### config.mk
export PLATFORM = sky130hd
export DESIGN_NAME = dram_parity_guard
export DESIGN_NICKNAME = d
export VERILOG_FILES = /design/src/rtl/dram_parity_guard.sv
export SDC_FILE = /design/constraint.sdc
export NUM_CORES = 1
export LEC_CHECK = 0
export BUFFER_PORTS_ARGS = -buffer_cell sky130_fd_sc_hd__buf_2
export CAP_MARGIN = 20
export CORE_ASPECT_RATIO = 1.75
export CORE_UTILIZATION = 40
export DETAILED_ROUTE_END_ITERATION = 6
export PLACE_DENSITY = 0.85
export SETUP_SLACK_MARGIN = 0.5
export SLEW_MARGIN = 20
export SYNTH_ARGS = -nofsm -noshare
export SYNTH_HDL_FRONTEND = slang
export SYNTH_SLANG_ARGS = --single-unit
### constraint.sdc
create_clock -name clk -period 3.7 [get_ports clk]
set_input_delay 1.11 -clock clk [delete_from_list [all_inputs] [get_ports clk]]
set_output_delay 1.11 -clock clk [all_outputs]
set_load 0.005 [all_outputs]
### src/rtl/dram_parity_guard.sv
module dram_parity_guard #(
  parameter int LANES    = 4,
  parameter int MASTER_W = 2,
  parameter int CPU_ID   = 0
) (
  input  logic                  clk,
  input  logic                  rst_n,
  input  logic                  cfg_we,
  input  logic [1:0]            cfg_mode,
  input  logic                  cfg_inv,
  input  logic                  acc_req,
  input  logic                  acc_write,
  input  logic [MASTER_W-1:0]   acc_master,
  input  logic [LANES-1:0]      acc_be,
  input  logic [8*LANES-1:0]    acc_wdata,
  input  logic [8*LANES-1:0]    acc_rdata,
  input  logic [LANES-1:0]      acc_rpar,
  output logic [LANES-1:0]      wr_par,
  output logic                  wait_req,
  output logic                  ack,
  output logic                  bus_err
);
  logic [1:0]       mode_q;
  logic             inv_q;
  logic             sticky_q;
  logic             err_q;
  logic [LANES-1:0] lane_bad;

  for (genvar g = 0; g < LANES; g++) begin : g_lane
    assign wr_par[g]   = ~(^acc_wdata[8*g +: 8]) ^ inv_q;
    assign lane_bad[g] = acc_be[g] & ~(^{acc_rdata[8*g +: 8], acc_rpar[g]});
  end

  wire par_err = |lane_bad;
  wire is_cpu  = acc_master == MASTER_W'(CPU_ID);
  wire take    = acc_req & ~wait_req;
  wire chk_now = ~acc_write & mode_q[0] & (~mode_q[1] | ~is_cpu);
  wire defer   = (mode_q == 2'd3) & is_cpu;

  always_ff @(posedge clk or negedge rst_n) begin
    if (!rst_n) begin
      mode_q   <= 2'd0;
      inv_q    <= 1'b0;
      sticky_q <= 1'b0;
      err_q    <= 1'b0;
      wait_req <= 1'b0;
      ack      <= 1'b0;
      bus_err  <= 1'b0;
    end else begin
      wait_req <= 1'b0;
      ack      <= 1'b0;
      bus_err  <= 1'b0;
      if (wait_req) begin
        ack     <= 1'b1;
        bus_err <= err_q;
      end else if (take) begin
        if (chk_now) begin
          wait_req <= 1'b1;
          err_q    <= par_err;
        end else begin
          ack     <= 1'b1;
          bus_err <= defer & sticky_q;
          if (defer & ~acc_write & par_err) sticky_q <= 1'b1;
        end
      end
      if (cfg_we) begin
        mode_q   <= cfg_mode;
        inv_q    <= cfg_inv;
        sticky_q <= 1'b0;
      end
    end
  end
endmodule


After elaboration in Yosys (flattened, before gate mapping)
Cells that the tools add are included.
{"block": "classes", "mul": 0, "shifts": 0, "reduce_logical": 14, "bitwise_logic": 28, "eq_ne": 3, "magnitude_cmp": 0, "n_mux": 14, "n_addsub": 0, "div": 0}
{"op": "9-bit XOR reduction", "count": 4}
{"op": "8-bit XOR reduction", "count": 4}
{"op": "1-bit two-way mux", "count": 14}
{"op": "1-bit inverter", "count": 12}
{"op": "1-bit AND", "count": 11}
{"op": "2-bit inequality test, second input constant", "count": 2}
{"op": "4-bit AND reduction", "count": 1}
{"op": "2-bit nonzero test", "count": 2}
{"op": "4-bit OR reduction", "count": 1}
{"op": "1-bit XOR", "count": 4}
{"op": "3-bit AND reduction", "count": 1}
{"op": "2-bit equality test, second input constant", "count": 1}
{"op": "2-bit logical NOT", "count": 1}
{"op": "1-bit OR", "count": 1}
{"block": "totals", "mem_bits_ro": 0, "mem_bits_rw": 0, "mem_count": 0, "out_inout_bits": 7, "reg_bits": 8, "elab_cells": 66, "in_bits": 82, "latch_bits": 0}

Logic depth before layout (Yosys ltp)
{"block": "logic_depth", "depth_word": 10, "ltp_mapped": 5, "mapped_depth_nobuf": 5}

Worst setup path after synthesis
No wires, ideal clock.
{"block": "synth_timing", "path_kind": "input to output", "from": "input acc_wdata[5]", "to": "output wr_par[0]", "slack_ns": 0.881, "arrival_time_ns": 1.709, "stages": 4, "n_path_buf": 0, "required_ns": 2.590, "cell_sequence": "xnor2_1 -> xnor2_1 -> xnor2_1 -> xnor2_1"}
{"block": "synth_via", "elab_chain_len": 3}
{"element": "start, declared", "line_no": "15", "text": "input logic [8*LANES-1:0] acc_wdata,"}
{"element": "8-bit XOR reduction", "line_no": "30", "text": "assign wr_par[g] = ~(^acc_wdata[8*g +: 8]) ^ inv_q;"}
{"element": "1-bit inverter", "line_no": "30"}
{"element": "1-bit XOR", "line_no": "30"}
{"element": "end, declared", "line_no": "18", "text": "output logic [LANES-1:0] wr_par,"}
Every way passes these cells.

Final worst setup path
{"block": "layout_timing", "from": "input acc_wdata[17]", "to": "output wr_par[2]"}
The elaborated chain is that of the path after synthesis.

==> results list <==
- Cells after Synth: 91
- Averaged over all synthesized cells, the footprint is 10.9 um^2.
* Wire length of the first global-routing pass: 2.94 mm
- Largest buffer count on any clock path: 2
- Final weighted congestion of routability-driven global placement: 0.704
- Core Util, Final: 0.648
- Endpoint type of the worst setup path: primary output
* Per-cell via count in the routed design: 4.67
- Slew margin rel.: 0.757
- After global routing the overflow that remains totals 0.
- Across every metal layer, demand over resource in global routing totals 0.158.
- Hpwl dp: 1.87 mm
* Yosys warnings: 0
- For this run, asynchronously set or reset flops after synthesis account for 1.00.
- Layout filler cell count: 210
* Total clock buffers created by CTS: 3
- Count of input and output buffers: 88
* Largest fanout of any net on the critical path: 1
* Number of antenna violations at the first check in global routing: 0
- Fmax achieved: 324 MHz
- In the final layout, the share of cells above drive strength 1 is 0.547.
- Setup total negative slack on the finished layout was measured at 0 ns.
* Clock insertion delay at the later pin of the skew report: 0.23 ns
- Worst Hold Class: reg -> reg
- STA puts the critical path data required time at 2.59 ns.
* Maximum Capacitance Violations: 0
- Starting density of the core: 0.426
- The initialized floorplan defines 23 standard-cell rows.
- In this run the critical register-to-register path is launched from mode_q[1].
* Critical hold path startpoint: err_q
- Ranking of synthesized cells by area: sky130_fd_sc_hd__xnor2_1 33%, sky130_fd_sc_hd__dfrtp_1 20%, sky130_fd_sc_hd__xor2_1 7.9%
- Hold violation total from the final report: 0
- Counting flops with a built-in enable in the synthesized netlist gives 0.
* Number of nets with antenna violations after routing: 0
* Static Leakage: 0.790 nW
- The repair_antennas step left the layout with diodes totalling 0.
- For this design the top-level I/O count stands at 89.
- The floorplan step defined a core boundary enclosing 2330 um^2.
- In the finished design, the share of the clock period the worst path needs comes to 0.835.
- The critical path is of the in -> out type.
- Library cell used as clock root buffer: sky130_fd_sc_hd__clkbuf_8
- The worst-case IR drop observed on VDD is 0.000200 V.
- Data arrives at the worst endpoint at 1.98 ns.
* Layout Skew: 0.00177 ns
* Count of H-tree levels built during CTS: 1
* Sequential element share of the synthesized area: 0.202
* Nets: 265
- The first routing iteration left 3 violations.
- Die area: 2690 um^2
- Detailed routing inserted a total of 961 vias.
- Setup repair after global routing left no endpoint under its margin.
* Pre-antenna DRT Iters: 3
- Register clock-pin slew on the reported worst setup and hold paths: 0.04 ns
- Area of combinational cells with multiple inputs: 782 um^2
* Number of max-slew violations in the final report: 0
- Pin count of the biggest net entering global routing: 9
- Hold Buf Count CTS: 0
* Vias in the first global route: 898
* Die X: 39.7 um
- Synthesized area: 993 um^2
- TritonCTS built the clock tree.
* Slew at the pin closest to its max-slew limit: 0.363 ns
- Synth-to-layout area growth: 52.0%
- In this run the worst setup path begins at acc_wdata[17].
- Element type at the critical path start: input port
- Dividing the detail-routed wire length by the instance count gives 10.0 um.
- The synthesized design contains 8 register bits.
* Flip-flop cell with the highest count after synthesis: sky130_fd_sc_hd__dfrtp_1
- In this run the power density over the cells is 303 nW/um^2.
- Subtracting the final worst setup slack from the clock period gives 3.09 ns.
- Area taken by flip-flops and latches: 200 um^2
- Cell taking the most area after synthesis: sky130_fd_sc_hd__xnor2_1
- The number of setup buffers added after CTS is 0.
- In this run, post-CTS repair resized a total of 0 instances.
- Hold_ws: 0.487 ns
- The share of synthesized area in the top cell type comes to 0.326.
* Result of the run: completed
* Setup-violating endpoint count in the final report: 0
* Total DRC errors in the routed layout: 0
* Total Wirelength: 2.06 mm
- Net count of the mapped netlist: 173
- Floorplan die height: 67.9 um
* CTS sink count: 8
* Cell variety after synth: 23
## through the flow
step | instance area (um^2) | power, mW | setup WS, ns | std cells
2_1_floorplan | 993 | 0.265 | 0.881 | 91
3_3_place_gp | 1460 | 0.345 | 0.614 | 203
3_5_place_dp | 1460 | 0.354 | 0.607 | 203
4_1_cts | 1500 | 0.464 | 0.596 | 206
5_1_grt | 1510 | 0.489 | 0.533 | 206
6_report | 1510 | 0.457 | 0.609 | 206
## cell usage after synthesis, types with 2 or more instances
| master | instances |
|---|---|
| sky130_fd_sc_hd__xor2_1 | 9 |
| sky130_fd_sc_hd__inv_1 | 4 |
| sky130_fd_sc_hd__xor3_1 | 3 |
| sky130_fd_sc_hd__xnor2_1 | 37 |
| sky130_fd_sc_hd__dfrtp_1 | 8 |
| sky130_fd_sc_hd__mux2_2 | 3 |
| sky130_fd_sc_hd__or2_1 | 3 |
| sky130_fd_sc_hd__nand2_1 | 4 |
| sky130_fd_sc_hd__nor3b_1 | 2 |
| sky130_fd_sc_hd__mux2i_1 | 3 |
| sky130_fd_sc_hd__xnor3_1 | 3 |
## critical path, cell delays in order
cell and delay, ns:
sky130_fd_sc_hd__buf_2 0.10, sky130_fd_sc_hd__xnor2_1 0.18, sky130_fd_sc_hd__xnor2_1 0.15, sky130_fd_sc_hd__xnor2_1 0.17, sky130_fd_sc_hd__xnor2_1 0.14, sky130_fd_sc_hd__buf_2 0.13
## final cells by class
type / instances / area share
Clock buffer: 3 / 0.0273
Tap cell: 25 / 0.0207
Inverter: 4 / 0.00994
Timing Repair Buffer: 88 / 0.292
Sequential cell: 8 / 0.133
Multi-Input combinational cell: 78 / 0.518
## placed cells by master, fill, tap and decap left out, types with 2 or more instances in the layout
cell,n
sky130_fd_sc_hd__mux2i_1,3
sky130_fd_sc_hd__xor3_1,3
sky130_fd_sc_hd__nor3b_1,2
sky130_fd_sc_hd__inv_1,4
sky130_fd_sc_hd__xor2_1,9
sky130_fd_sc_hd__buf_2,88
sky130_fd_sc_hd__xnor2_1,36
sky130_fd_sc_hd__xnor3_1,3
sky130_fd_sc_hd__clkbuf_8,3
sky130_fd_sc_hd__or2_1,3
sky130_fd_sc_hd__dfrtp_1,8
sky130_fd_sc_hd__nand2_1,4
sky130_fd_sc_hd__mux2_2,3
## state kept, by name (all words and copies together) (netlist names)
name,flops
sticky_q,1
ack,1
bus_err,1
wait_req,1
inv_q,1
err_q,1
mode_q,2
## cells by family after synthesis
| kind of cell | count (synthesis) | share of synthesized area |
|---|---|---|
| compound gates | 5 | 0.0416 |
| xor+xnor | 54 | 0.597 |
| buf+inv | 5 | 0.0189 |
| flops | 8 | 0.202 |
| mux | 6 | 0.0642 |
| simple gates | 13 | 0.0768 |
## routing by layer
layer / vias up / wire (um) / track usage
met5: - / 0 / 0
met4: 0 / 41 / 0.0905
met3: 5 / 288 / 0.0357
met2: 77 / 1150 / 0.330
met1: 403 / 584 / 0.110
li1: 476 / - / -
## final timing paths
path                            cells past startpoint  slack (ns)        end
worst max-delay path                                6        0.61  wr_par[2]
worst min-delay path                                2        0.49    bus_err
worst max register to register                      5        2.22      err_q
worst min register to register                      2        0.49    bus_err
max in group asynchronous                           1        2.84        ack
min in group asynchronous                           1        0.70  mode_q[1]
## power by group
group          leakage, nW  switching, mW  internal, mW
combinational        0.670         0.0919         0.154
sequential          0.0987        0.00689        0.0982
clock               0.0216         0.0355        0.0705
Note: power is estimated with default switching activity, not from simulation.
